[src/rtl/simd_fpx_pkg.sv]
package simd_fpx_pkg;
  localparam int NCLS     = 6;
  localparam int CSR_W    = 16;
  localparam int FLAG_LSB = 0;
  localparam int DAZ_BIT  = 6;
  localparam int MASK_LSB = 7;
  localparam logic [CSR_W-1:0] CSR_RST  = 16'h1F80;
  localparam logic [CSR_W-1:0] WR_KEEP  = 16'h1FFF;

  typedef enum logic [1:0] {
    OUT_IDLE   = 2'd0,
    OUT_COMMIT = 2'd1,
    OUT_XF     = 2'd2,
    OUT_UD     = 2'd3
  } outcome_e;
endpackage

[src/rtl/fpx_rst_sync.sv]
module fpx_rst_sync (
  input  logic clk,
  input  logic rst_n,
  output logic rst_n_sync
);
  logic [1:0] stage_q;

  always_ff @(posedge clk or negedge rst_n) begin
    if (!rst_n) stage_q <= 2'b00;
    else        stage_q <= {stage_q[0], 1'b1};
  end

  assign rst_n_sync = stage_q[1];
endmodule

[src/rtl/fpx_lane_or.sv]
module fpx_lane_or #(
  parameter int LANES = 4,
  parameter int NCLS  = 6
) (
  input  logic [LANES*NCLS-1:0] cond,
  output logic [NCLS-1:0]       any_cls
);
  for (genvar c = 0; c < NCLS; c++) begin : g_cls
    logic [LANES-1:0] col;
    for (genvar l = 0; l < LANES; l++) begin : g_lane
      assign col[l] = cond[l*NCLS + c];
    end
    assign any_cls[c] = |col;
  end
endmodule

[src/rtl/fpx_csr.sv]
module fpx_csr
  import simd_fpx_pkg::*;
(
  input  logic             clk,
  input  logic             rst_n,
  input  logic             wr_en,
  input  logic [CSR_W-1:0] wr_data,
  input  logic             set_en,
  input  logic [NCLS-1:0]  set_flags,
  output logic [CSR_W-1:0] csr_q
);
  logic [CSR_W-1:0] csr_nxt;
  logic             csr_ce;

  always_comb begin
    csr_nxt = csr_q;
    if (wr_en) csr_nxt = wr_data & WR_KEEP;
    if (set_en) csr_nxt[FLAG_LSB +: NCLS] = csr_nxt[FLAG_LSB +: NCLS] | set_flags;
  end

  assign csr_ce = wr_en | set_en;

  always_ff @(posedge clk or negedge rst_n) begin
    if (!rst_n)      csr_q <= CSR_RST;
    else if (csr_ce) csr_q <= csr_nxt;
  end
endmodule

[src/rtl/fpx_decide.sv]
module fpx_decide
  import simd_fpx_pkg::*;
(
  input  logic            clk,
  input  logic            rst_n,
  input  logic            done,
  input  logic [NCLS-1:0] detected,
  input  logic [NCLS-1:0] masks,
  input  logic            os_en,
  output logic            commit_en,
  output logic            trap_simd,
  output logic            trap_undef
);
  outcome_e         out_q, out_nxt;
  logic [NCLS-1:0]  unmasked;

  assign unmasked = detected & ~masks;

  always_comb begin
    out_nxt = OUT_IDLE;
    if (done) begin
      if (unmasked == '0) out_nxt = OUT_COMMIT;
      else if (os_en)     out_nxt = OUT_XF;
      else                out_nxt = OUT_UD;
    end
  end

  always_ff @(posedge clk or negedge rst_n) begin
    if (!rst_n) out_q <= OUT_IDLE;
    else        out_q <= out_nxt;
  end

  assign commit_en  = (out_q == OUT_COMMIT);
  assign trap_simd  = (out_q == OUT_XF);
  assign trap_undef = (out_q == OUT_UD);
endmodule

[src/rtl/simd_fp_excp_ctrl.sv]
module simd_fp_excp_ctrl
  import simd_fpx_pkg::*;
#(
  parameter int LANES = 4
) (
  input  logic                  clk,
  input  logic                  rst_n,
  input  logic                  csr_wr_en,
  input  logic [CSR_W-1:0]      csr_wr_data,
  output logic [CSR_W-1:0]      csr_rd_data,
  input  logic                  op_done,
  input  logic [LANES*NCLS-1:0] lane_cond,
  input  logic                  os_xf_en,
  output logic                  commit_en,
  output logic                  trap_simd,
  output logic                  trap_undef,
  output logic                  daz_en
);
  logic             rst_n_int;
  logic [NCLS-1:0]  det_cls;
  logic [CSR_W-1:0] csr_q;

  fpx_rst_sync u_rst (
    .clk        (clk),
    .rst_n      (rst_n),
    .rst_n_sync (rst_n_int)
  );

  fpx_lane_or #(.LANES(LANES), .NCLS(NCLS)) u_or (
    .cond    (lane_cond),
    .any_cls (det_cls)
  );

  fpx_csr u_csr (
    .clk       (clk),
    .rst_n     (rst_n_int),
    .wr_en     (csr_wr_en),
    .wr_data   (csr_wr_data),
    .set_en    (op_done),
    .set_flags (det_cls),
    .csr_q     (csr_q)
  );

  fpx_decide u_dec (
    .clk        (clk),
    .rst_n      (rst_n_int),
    .done       (op_done),
    .detected   (det_cls),
    .masks      (csr_q[MASK_LSB +: NCLS]),
    .os_en      (os_xf_en),
    .commit_en  (commit_en),
    .trap_simd  (trap_simd),
    .trap_undef (trap_undef)
  );

  assign csr_rd_data = csr_q;
  assign daz_en      = csr_q[DAZ_BIT];
endmodule

[config.mk]
export PLATFORM = sky130hd
export DESIGN_NAME = simd_fp_excp_ctrl
export DESIGN_NICKNAME = d
export VERILOG_FILES = /design/src/rtl/simd_fpx_pkg.sv /design/src/rtl/fpx_rst_sync.sv /design/src/rtl/fpx_lane_or.sv /design/src/rtl/fpx_csr.sv /design/src/rtl/fpx_decide.sv /design/src/rtl/simd_fp_excp_ctrl.sv
export SDC_FILE = /design/constraint.sdc
export NUM_CORES = 1
export LEC_CHECK = 0
export ABC_AREA = 1
export BUFFER_PORTS_ARGS = -buffer_cell sky130_fd_sc_hd__buf_2
export CAP_MARGIN = 30
export CORE_UTILIZATION = 41
export CTS_CLUSTER_SIZE = 30
export DETAILED_ROUTE_END_ITERATION = 10
export PLACE_DENSITY = 0.83
export RECOVER_POWER = 100
export SLEW_MARGIN = 20
export SYNTH_ARGS = -nofsm -noshare
export SYNTH_HDL_FRONTEND = slang
export SYNTH_SLANG_ARGS = --single-unit
[constraint.sdc]
create_clock -name clk -period 1.3 [get_ports clk]
set_clock_uncertainty 0.2 [all_clocks]
set_input_delay 0.13 -clock clk [delete_from_list [all_inputs] [get_ports clk]]
set_output_delay 0.13 -clock clk [all_outputs]
set_load 0.02 [all_outputs]
* Yosys cells after proc, flatten, opt, wreduce, memory -nomap -nowiden
Cells that the tools add are included.
Storage, ports and cells: register bits 17, logic and storage cells 24, output and inout bits 20
Cells by class: reductions and logical operators 8, bitwise operators 4, muxes and demuxes 5, equal/unequal tests 3
Operator list (number):
- OR reduction 4 bit | 6
- 2-to-1 mux 6 bit | 2
- bitwise AND 6 bit | 1
- logical NOT 6 bit | 1
- inverter 6 bit | 1
- OR 6 bit | 1
- equality test 2 bit (second input constant) | 2
- 2-to-1 mux 2 bit | 2
- equality test 2 x 1 -> 1 bit (second input constant) | 1
- AND reduction 2 bit | 1
- 2-to-1 mux 1 bit | 1
- OR 1 bit | 1

* Longest topological paths before layout
Gate-level depths: netlist of the first run.
depth in word-level cells 5, mapped depth 7, gate-level depth less buffers 7

* By module
Synthesis of the first run repeated with hierarchy kept, for this count alone.
Unflattened totals: cell total of the unflattened synthesis 115, area total of the unflattened synthesis 844.6 um2
By module, submodules not included:
- fpx_csr | cells each 65, times used 1, seq. area each 332.8 um2, area an instance 558.0 um2
- fpx_decide | cells each 28, times used 1, seq. area each 50.0 um2, area an instance 157.7 um2
- fpx_lane_or | cells each 18, times used 1, seq. area each 0.0 um2, area an instance 67.6 um2
- fpx_rst_sync | cells each 3, times used 1, seq. area each 50.0 um2, area an instance 53.8 um2
- simd_fp_excp_ctrl | cells each 1, times used 1, seq. area each 0.0 um2, area an instance 7.5 um2

* Worst setup path after synthesis of the first run
No wires, ideal clock.
kind reg2reg, start point register u_csr.csr_q[10], end point register u_dec.out_q[0], library setup time 0.073 ns, cell stages (with the launch flop) 7, data arrival time 1.027 ns, slack 0.000 ns, required time 1.027 ns, cells stage by stage dfstp_2 > clkinv_1 > nand2_1 > nand2_1 > nor2_2 > nand2_1 > a21oi_2
On the way: cells in the longest elaborated chain, start to end 5
Ends and longest elaborated chain:
- start: declaration | line fpx_csr.sv:10 | output logic [CSR_W-1:0] csr_q
- start signal: assignment | line fpx_csr.sv:25 | else if (csr_ce) csr_q <= csr_nxt;
- inverter 6 bit | line fpx_decide.sv:17 | assign unmasked = detected & ~masks;
- bitwise AND 6 bit | line fpx_decide.sv:17
- logical NOT 6 bit | line fpx_decide.sv:22 | if (unmasked == '0) out_nxt = OUT_COMMIT;
- 2-to-1 mux 2 bit | line fpx_decide.sv:22
- 2-to-1 mux 2 bit | line fpx_decide.sv:21 | if (done) begin
- named net u_dec.out_nxt[0] | line fpx_decide.sv:14 | outcome_e out_q, out_nxt;
- end signal: assignment | line fpx_decide.sv:30 | else out_q <= out_nxt;
- end: declaration | line fpx_decide.sv:14
The timed path passes the listed nets, and every way through them passes these cells. A chain may end at the register's enable or synchronous reset.

* Worst setup path after layout of the first run
start point register u_csr.csr_q[9], end point output port csr_rd_data[9]
RTL lines:
- end: declaration | line simd_fp_excp_ctrl.sv:10 | output logic [CSR_W-1:0] csr_rd_data,
No word-level cell between the ends.

==> flow_summary.ini, run 1 <==
[route]
avgViaCountPerCell = 4.59
postRouteAntennaNets = 0
vias = 1018
remaining_drc_errors = 0
drt_wl_total_um = 2740
first_pass_iters = 4
drt-initial-drc-count = 15
wl_per_cell_um = 12.3

[floorplan]
rows = 15
ios = 65
start_util = 0.456
core_sq_um = 1800
die_w_um = 46.8
fp.dieH_um = 46.8
die_area_sq_um = 2190

[clocking]
clk-insertion-delay-late_ns = 0.30
clockBufferDepth = 2
cts_inserted_buffers = 3
cts.reportedPaths.clkPinSlew_ns = 0.10
cts-root-buf = clkbuf_4
htreeDepth = 1
clock-sinks = 17
cts_tree = built

[critical_path]
reg2reg_slack_ns = 0
crit_type = flip-flop to primary output
cp_slowest_stage_delay_ns = 0.57
crit-reg2reg-launch = u_csr.csr_q[10]
start_kind = flip-flop
critPathMaxFanout = 2
cpLargestDelayFamily = flip-flops
critPathRequiredTime_ns = 0.97
reg2reg_depth = 6
crit_arrival_ns = 0.99
end_kind = primary output
crit_slowest_cell = dfstp_2
r2r_end = u_dec.out_q[0]
crit_chain = buf_6
crit_buf_inv = 1

[timing]
drv_slew = 0
rsz0062_at_grt = true
finalSetupViolations = 7
slew_headroom = 0.600
period_needed_ns = 1.32
final_hold_viol_count = 1
fin_ws_ns = -0.0195
max_clock_freq_ghz = 0.758
tightest_slew_ns = 0.601
whs_ns = -0.0439
min_period_over_period = 1.02

[global_route]
grt_max_degree = 21
grt_overflow = 0
grt_pass1_wl_um = 3920
antenna_found_initial = 0
grt_pass1_vias = 993
grtUsageTotal = 0.263

[logic_synthesis]
synth_top_area_frac = 0.335
synthCells = 110
avgSynthCellArea_sq_um = 7.47
ys_seq_elements = 17
ys_seq_area_frac = 0.527
synth.largest_area_cell = dfrtp_1
synth_area_leaders = dfrtp_1, nand2_1, dfstp_2, nor2_1, nand3_1
ys_warn_count = 0
syn_area_sq_um = 822
ys_types = 16

[pwr]
p_leak_nw = 0.814
power.total_mw = 1.30
ir_drop_uv = 645
p_per_area_nw_per_um2 = 839

[status]
outcome = finished with violations
violations = negative hold slack, negative setup slack

[final_layout]
n_antenna_cell = 0
synthToLayoutAreaGrowth_pct = 88.3
num-fill-cells = 103
final_core_util = 0.859
nets = 243
drive_above_1_share = 0.426

[place]
dpl.hpwl_um = 1440
dp_worst_setup_slack_ns = 0.0443
gp_congestion = 0.757
port_buffers = 58

[worst_hold_path]
hold_path_startpoint = lane_cond[7]
min_to = u_csr.csr_q[1]
whs_path_depth = 5
min_path_type = primary input to flip-flop

[flow_run]
max_cap_violations = 0
-- registers in the layout (all words and copies together) (netlist names) --
register / cells
u_csr.csr_q: 13
u_dec.out_q: 2
u_rst.stage_q: 2
-- per-layer routing --
metal  vias to the layer above  share of wire  GRT usage
met3                        11          0.060     0.0385
met2                        52           0.54      0.514
met5                         -              0          0
li1                        497              -          -
met4                         0          0.037      0.149
met1                       458           0.36      0.258
-- layout make-up --
class                           count  area [sq um]  area share
Clock buffer                        3          22.5      0.0146
Clock inverter                      1          5.00     0.00323
Inverter                           12          46.3      0.0299
Multi-Input combinational cell     77           345       0.223
Sequential cell                    17           433       0.280
Tap cell                           25          31.3      0.0202
Timing Repair Buffer               87           664       0.429
-- metrics by stage --
stage          instance area [sq um]  hold WS (ns)  TNS, ns  instances
2_1_floorplan                    831        -0.366        0        112
3_3_place_gp                    1110        -0.285        0        189
3_5_place_dp                    1110        -0.281        0        189
4_1_cts                         1520       -0.0491  -0.0552        227
5_1_grt                         1550      0.000608   -0.378        222
6_report                        1550       -0.0439  -0.0611        222
-- placed cells by master, fill, tap and decap left out, types with 5 or more instances in the layout --
cell and instances:
nand2_1 37, dfrtp_1 11, dlygate4sd3_1 32, nand2_2 7, nand3_1 6, clkbuf_2 8
nor2_1 8, dfstp_2 6, buf_2 34, inv_2 5, buf_6 7, o21ai_0 6
nor2_2 7, inv_1 5
-- cells in the mapped netlist (all sizes together) --
master  number
nor2        15
buf          5
inv         10
conb         2
a21oi        2
clkinv       2
o21ai        6
nand3        6
dfrtp       11
clkbuf       1
nand2       44
dfstp        6
-- worst max path at each step --
stage	startpoint	to	cells after the start
2_1_floorplan	u_csr.csr_q[10]	u_dec.out_q[0]	6
3_3_place_gp	u_csr.csr_q[10]	u_dec.out_q[0]	6
3_5_place_dp	u_csr.csr_q[10]	u_dec.out_q[0]	6
4_1_cts	u_csr.csr_q[9]	csr_rd_data[9]	1
5_1_grt	u_dec.out_q[1]	trap_simd	3
6_report	u_csr.csr_q[9]	csr_rd_data[9]	1
-- cells by family (layout without fill, tap and decap cells) --
group                  Yosys count  after routing  synth area share
AND/OR/NAND/NOR                 65             65             0.309
other                            2              4           0.00914
buffers and inverters           18            103             0.102
AO/OA/AOI/OAI                    8              8            0.0533
flip-flops                      17             17             0.527
-- what timing repair did --
item	CTS	global route
hold endpoints to repair	17	0
hold buffers	34	0
setup endpoints to repair	8	15
pin swaps	0	16
resized for setup	14	20
gates cloned	0	0
buffers inserted	0	1
-- where the power goes --
part | switching (mW) | total (mW) | leakage, nW | internal, mW
Combinational | 0.187 | 0.384 | 0.611 | 0.197
Sequential | 0.0357 | 0.618 | 0.185 | 0.582
Clock | 0.182 | 0.297 | 0.0177 | 0.115
(Power assumes the default switching activity.)
==> run 2: changes to the inputs <==
Settings changed: MAX_ROUTING_LAYER set to met4, REMOVE_ABC_BUFFERS set to 1.
==> flow_summary.ini, run 2 (synthesis gave the netlist of run 1 again) <==
[floorplan]
die_area_sq_um = 2190
fp.dieH_um = 46.8
ios = 65
start_util = 0.456
core_sq_um = 1800
die_w_um = 46.8
rows = 15

[final_layout]
nets = 243
n_antenna_cell = 0
final_common_cell = buf_2
stdcell_area_sq_um = 1580
largest_register_ffs = 13
synthToLayoutAreaGrowth_pct = 91.8
drive_above_1_share = 0.416
top_regs = u_csr.csr_q (13), u_dec.out_q (2), u_rst.stage_q (2)
final_cell_mix = buf_2, nand2_1, dlygate4sd3_1, dfrtp_1
top_register = u_csr.csr_q

[critical_path]
crit_arrival_ns = 1.41
critPathRequiredTime_ns = 1.34
crit-reg2reg-launch = u_csr.csr_q[12]
r2r_end = u_dec.out_q[0]
start_kind = primary input
end_kind = flip-flop
reg2reg_depth = 6
reg2reg_slack_ns = -0.04
critPathMaxFanout = 2
crit_type = primary input to flip-flop

[flow_run]
max_cap_violations = 0

[worst_hold_path]
min_path_type = primary input to flip-flop
whs_path_depth = 3
hold_path_startpoint = csr_wr_en
min_to = u_csr.csr_q[8]

[timing]
finalSetupViolations = 8
whs_ns = 0.0609
rsz0062_at_grt = true
drv_slew = 0
period_needed_ns = 1.37
min_period_over_period = 1.06
max_clock_freq_ghz = 0.728
fin_ws_ns = -0.0733
final_hold_viol_count = 0

[clocking]
clk-insertion-delay-late_ns = 0.29
cts_inserted_buffers = 3
clockBufferDepth = 2
clock-sinks = 17
cts-root-buf = clkbuf_4
cts_tree = built
htreeDepth = 1
cts.reportedPaths.clkPinSlew_ns = 0.11

[global_route]
grt_pass1_vias = 1186
grt_max_degree = 21
grt_pass1_wl_um = 5420
antenna_found_initial = 0
grt_overflow = 0
grtUsageTotal = 0.377

[pwr]
ir_drop_uv = 850
power.total_mw = 1.34
p_leak_nw = 0.850
p_per_area_nw_per_um2 = 851

[route]
wl_per_cell_um = 17.7
vias = 1157
postRouteAntennaNets = 0
drt-initial-drc-count = 49
first_pass_iters = 4
drt_wl_total_um = 3930
avgViaCountPerCell = 5.21
remaining_drc_errors = 0

[place]
dpl.hpwl_um = 1550
port_buffers = 58
gp_congestion = 0.724
postPlaceCellArea_sq_um = 1120

[status]
violations = negative setup slack
outcome = finished with violations
[run 2: layout make-up]
class,count,area (sq um)
well taps,25,31.3
inverters,12,45.0
clock buffers,3,22.5
repair buffers,87,682
multi-input cells,77,358
clock inverters,1,5.00
flip-flops and latches,17,433
fillers,92,225
[run 2: worst max path at each step]
stage,from,to,cells after the start
6_report,lane_cond[22],u_dec.out_q[0],9
5_1_grt,lane_cond[22],u_dec.out_q[0],9
4_1_cts,u_csr.csr_q[9],csr_rd_data[9],1
3_5_place_dp,u_csr.csr_q[10],u_dec.out_q[0],6
3_3_place_gp,u_csr.csr_q[10],u_dec.out_q[0],6
2_1_floorplan,u_csr.csr_q[10],u_dec.out_q[0],6
[run 2: timing repair]
action	in CTS	in global routing
hold endpoints to repair	21	0
resized for setup	10	30
pin swaps	1	19
endpoints found under the setup margin	6	11
hold buffers	35	0
setup buffers	0	4
[run 2: through the flow]
stage	std cells	TNS (ns)	setup slack (ns)	util
3_3_place_gp	190	0	0.0478	0.622
3_5_place_dp	190	0	0.0286	0.622
2_1_floorplan	106	-0.000116	-0.000116	-
5_1_grt	222	-0.531	-0.0915	0.875
4_1_cts	229	-0.0117	-0.0117	0.848
6_report	222	-0.227	-0.0733	0.875
[run 2: metal layers]
| metal | wire length, um | global-route usage |
|---|---|---|
| met1 | 1450 | 0.429 |
| met2 | 1840 | 0.639 |
| met3 | 377 | 0.0769 |
| met4 | 258 | 0.166 |
| met5 | 0 | - |
[run 2: critical path: stages]
cell and delay (ns):
dlygate4sd3_1 0.54, buf_2 0.13, nor2_1 0.09, nand2_1 0.09, nand2_1 0.10, nand2_1 0.08, inv_2 0.08, nand2_2 0.05
a21oi_2 0.11
[run 2: power breakdown]
| group | leakage [nW] | switching, mW | internal [mW] | total (mW) |
|---|---|---|---|---|
| combinational | 0.647 | 0.227 | 0.201 | 0.429 |
| sequential | 0.185 | 0.0376 | 0.583 | 0.620 |
| clock | 0.0177 | 0.179 | 0.114 | 0.293 |
| total | 0.850 | 0.444 | 0.898 | 1.34 |
==> run 3: changes to the inputs <==
Settings changed: ABC_AREA 1 to unset, CORE_UTILIZATION 41 to 40.
Clock period 1.3 ns to 1.7 ns, I/O delays scaled along.
==> flow_summary.ini, run 3 <==
[route]
remaining_drc_errors = 0
wl_per_cell_um = 12.5
drt-initial-drc-count = 2
postRouteAntennaNets = 0
avgViaCountPerCell = 4.84
first_pass_iters = 2
vias = 794
drt_wl_total_um = 2060

[pwr]
switching_power_mw = 0.255
p_per_area_nw_per_um2 = 709
clkPwrFrac = 0.231
ir_drop_uv = 582
switching_share = 0.282
intPower_mw = 0.649
power.total_mw = 0.904
p_leak_nw = 0.566
pwr-share-comb = 0.247
seqPwrFrac = 0.522

[critical_path]
start_kind = primary input
critPathMaxFanout = 1
critPathRequiredTime_ns = 1.68
end_kind = flip-flop
crit_type = primary input to flip-flop
crit_arrival_ns = 1.60

[timing]
fin_tns_setup_ns = 0
tightest_slew_ns = 0.577
drv_slew = 0
min_period_over_period = 0.952
max_clock_freq_ghz = 0.618
final_hold_viol_count = 1
finalSetupViolations = 0
whs_ns = -0.0269
rsz0062_at_grt = false
period_needed_ns = 1.62
slew_headroom = 0.615

[logic_synthesis]
synth_mux_area_frac = 0.180
synthAdderAreaFrac = 0
synth_xor_xnor_area_share = 0
synth_ff_type = dfrtp_1
yosysMostFrequentCell = dfrtp_1
synthCells = 59
synth.largest_area_cell = dfrtp_1
ys_seq_elements = 17
avgSynthCellArea_sq_um = 13.1
ys_warn_count = 0
synth-async-reset-ratio = 1.00
ys_types = 17
synth_area_leaders = dfrtp_1, dfstp_2, mux2_2, mux2i_1, nor4_2
ys_seq_area_frac = 0.560
synth_top_family_by_area = multiplexers
yosys.area_share.simple = 0.105
synth_edf_count = 0
synth_top_area_frac = 0.356
netlist_top_cells_count = dfrtp_1, mux2_2, dfstp_2, mux2i_1, o21ai_0
synth_compound_area_frac = 0.0955
syn_area_sq_um = 773

[clocking]
cts-root-buf = clkbuf_4
clockBufferDepth = 2
cts_tree = built
postCtsSetupRepairBufs = 0
htreeDepth = 1
clock-sinks = 17
cts_inserted_buffers = 3
cts.reportedPaths.clkPinSlew_ns = 0.10
clk-insertion-delay-late_ns = 0.28

[flow_run]
max_cap_violations = 0

[final_layout]
drive_above_1_share = 0.424
num-fill-cells = 145
final_cell_mix = buf_2, dlygate4sd3_1, clkbuf_1, dfrtp_1, mux2_2
final_core_util = 0.723
final_common_cell = buf_2
largest_register_ffs = 13
nets = 185
top_register = u_csr.csr_q
layoutNonFillerInstCount = 164
regArea_sq_um = 433
n_antenna_cell = 0
synthToLayoutAreaGrowth_pct = 64.9
top_regs = u_csr.csr_q (13), u_dec.out_q (2), u_rst.stage_q (2)
multi_input_area_sq_um = 302

[global_route]
grt.busiest_layer = met2
grt_pass1_vias = 832
use_met1 = 0.251
use_met2 = 0.439
antenna_found_initial = 0
grt_pass1_wl_um = 3430
grt_overflow = 0
grt_max_degree = 16
grtUsageMet3 = 0.0516
grtUsageTotal = 0.239

[worst_hold_path]
min_path_type = primary input to flip-flop

[floorplan]
rows = 15
die_area_sq_um = 2110
ios = 65
die_w_um = 46.0
core_sq_um = 1760
fp.dieH_um = 46.0
start_util = 0.438

[place]
port_buffers = 58
dpl.hpwl_um = 1390
gp_congestion = 0.699
place_inst = 139

[status]
outcome = finished with violations
violations = negative hold slack
-- run 3: changes by cell type in the layout (fill, tap and decap cells not counted), moves of 6 or more --
cell,previous run,this run
nand2_1,36,0
clkbuf_1,2,18
dlygate4sd3_1,29,21
nand2_2,8,0
nor2_1,8,0
buf_6,7,0
mux2_2,0,7
buf_4,6,0
dlymetal6s4s_1,6,0
inv_2,6,0
mux2i_1,0,6
nand3_1,6,0
-- run 3: layer usage --
layer	share of wire	wire length, um	vias to the layer above
met2	0.57	1170	34
li1	-	-	369
met3	0.050	103	2
met4	0.0044	9	0
met5	0	0	-
met1	0.38	774	389
-- run 3: cell families after synthesis --
logic type | count (synthesis)
flip-flops | 17
AND/OR/NAND/NOR | 10
buffers and inverters | 6
AO/OA/AOI/OAI | 11
other | 2
multiplexers | 13
-- run 3: final timing paths --
kind	from	end	slack, ns	depth (start not counted)
setup / recovery	csr_wr_data[0]	u_csr.csr_q[0]	0.08	5
hold / removal	lane_cond[14]	u_csr.csr_q[2]	-0.03	3
setup reg to reg	u_csr.csr_q[0]	u_csr.csr_q[0]	0.22	3
hold reg to reg	u_rst.stage_q[1]	u_csr.csr_q[4]	0.03	0
max in group asynchronous	rst_n	u_rst.stage_q[1]	0.64	3
min in group asynchronous	u_rst.stage_q[1]	u_csr.csr_q[4]	0.03	0
-- run 3: through the flow --
step / setup slack, ns / instance area (sq um)
2_1_floorplan: 0.384 / 746
4_1_cts: 0.0720 / 1310
3_3_place_gp: 0.307 / 1070
5_1_grt: 0.0200 / 1270
6_report: 0.0808 / 1270
3_5_place_dp: 0.303 / 1070
-- run 3: area by class of cell --
cell class / count / share of cell area
clock buffer: 4 / 0.0206
tap: 25 / 0.0245
timing repair buffer: 79 / 0.376
inverter: 1 / 0.00294
multi-input combinational: 38 / 0.237
sequential: 17 / 0.340
-- run 3: what timing repair did --
| action | 4_1_cts | 5_1_grt |
|---|---|---|
| setup endpoints to repair | 0 | 1 |
| resized for setup | 0 | 1 |
| hold buffers | 22 | 0 |
| endpoints found under the hold margin | 17 | 0 |
-- run 3: power by group through the flow --
stage               Sequential (mW)  Combinational (mW)  Clock (mW)
floorplan                     0.513              0.0619           0
global route                  0.478               0.242       0.238
CTS                           0.473               0.235       0.216
global placement              0.477               0.189           0
detailed placement            0.479               0.195           0
finish                        0.472               0.224       0.209
-- run 3: critical path, cell delays in order --
cell and delay (ns):
dlygate4sd3_1 0.53, buf_2 0.12, mux2i_1 0.13, o21ai_0 0.09, dlygate4sd3_1 0.55
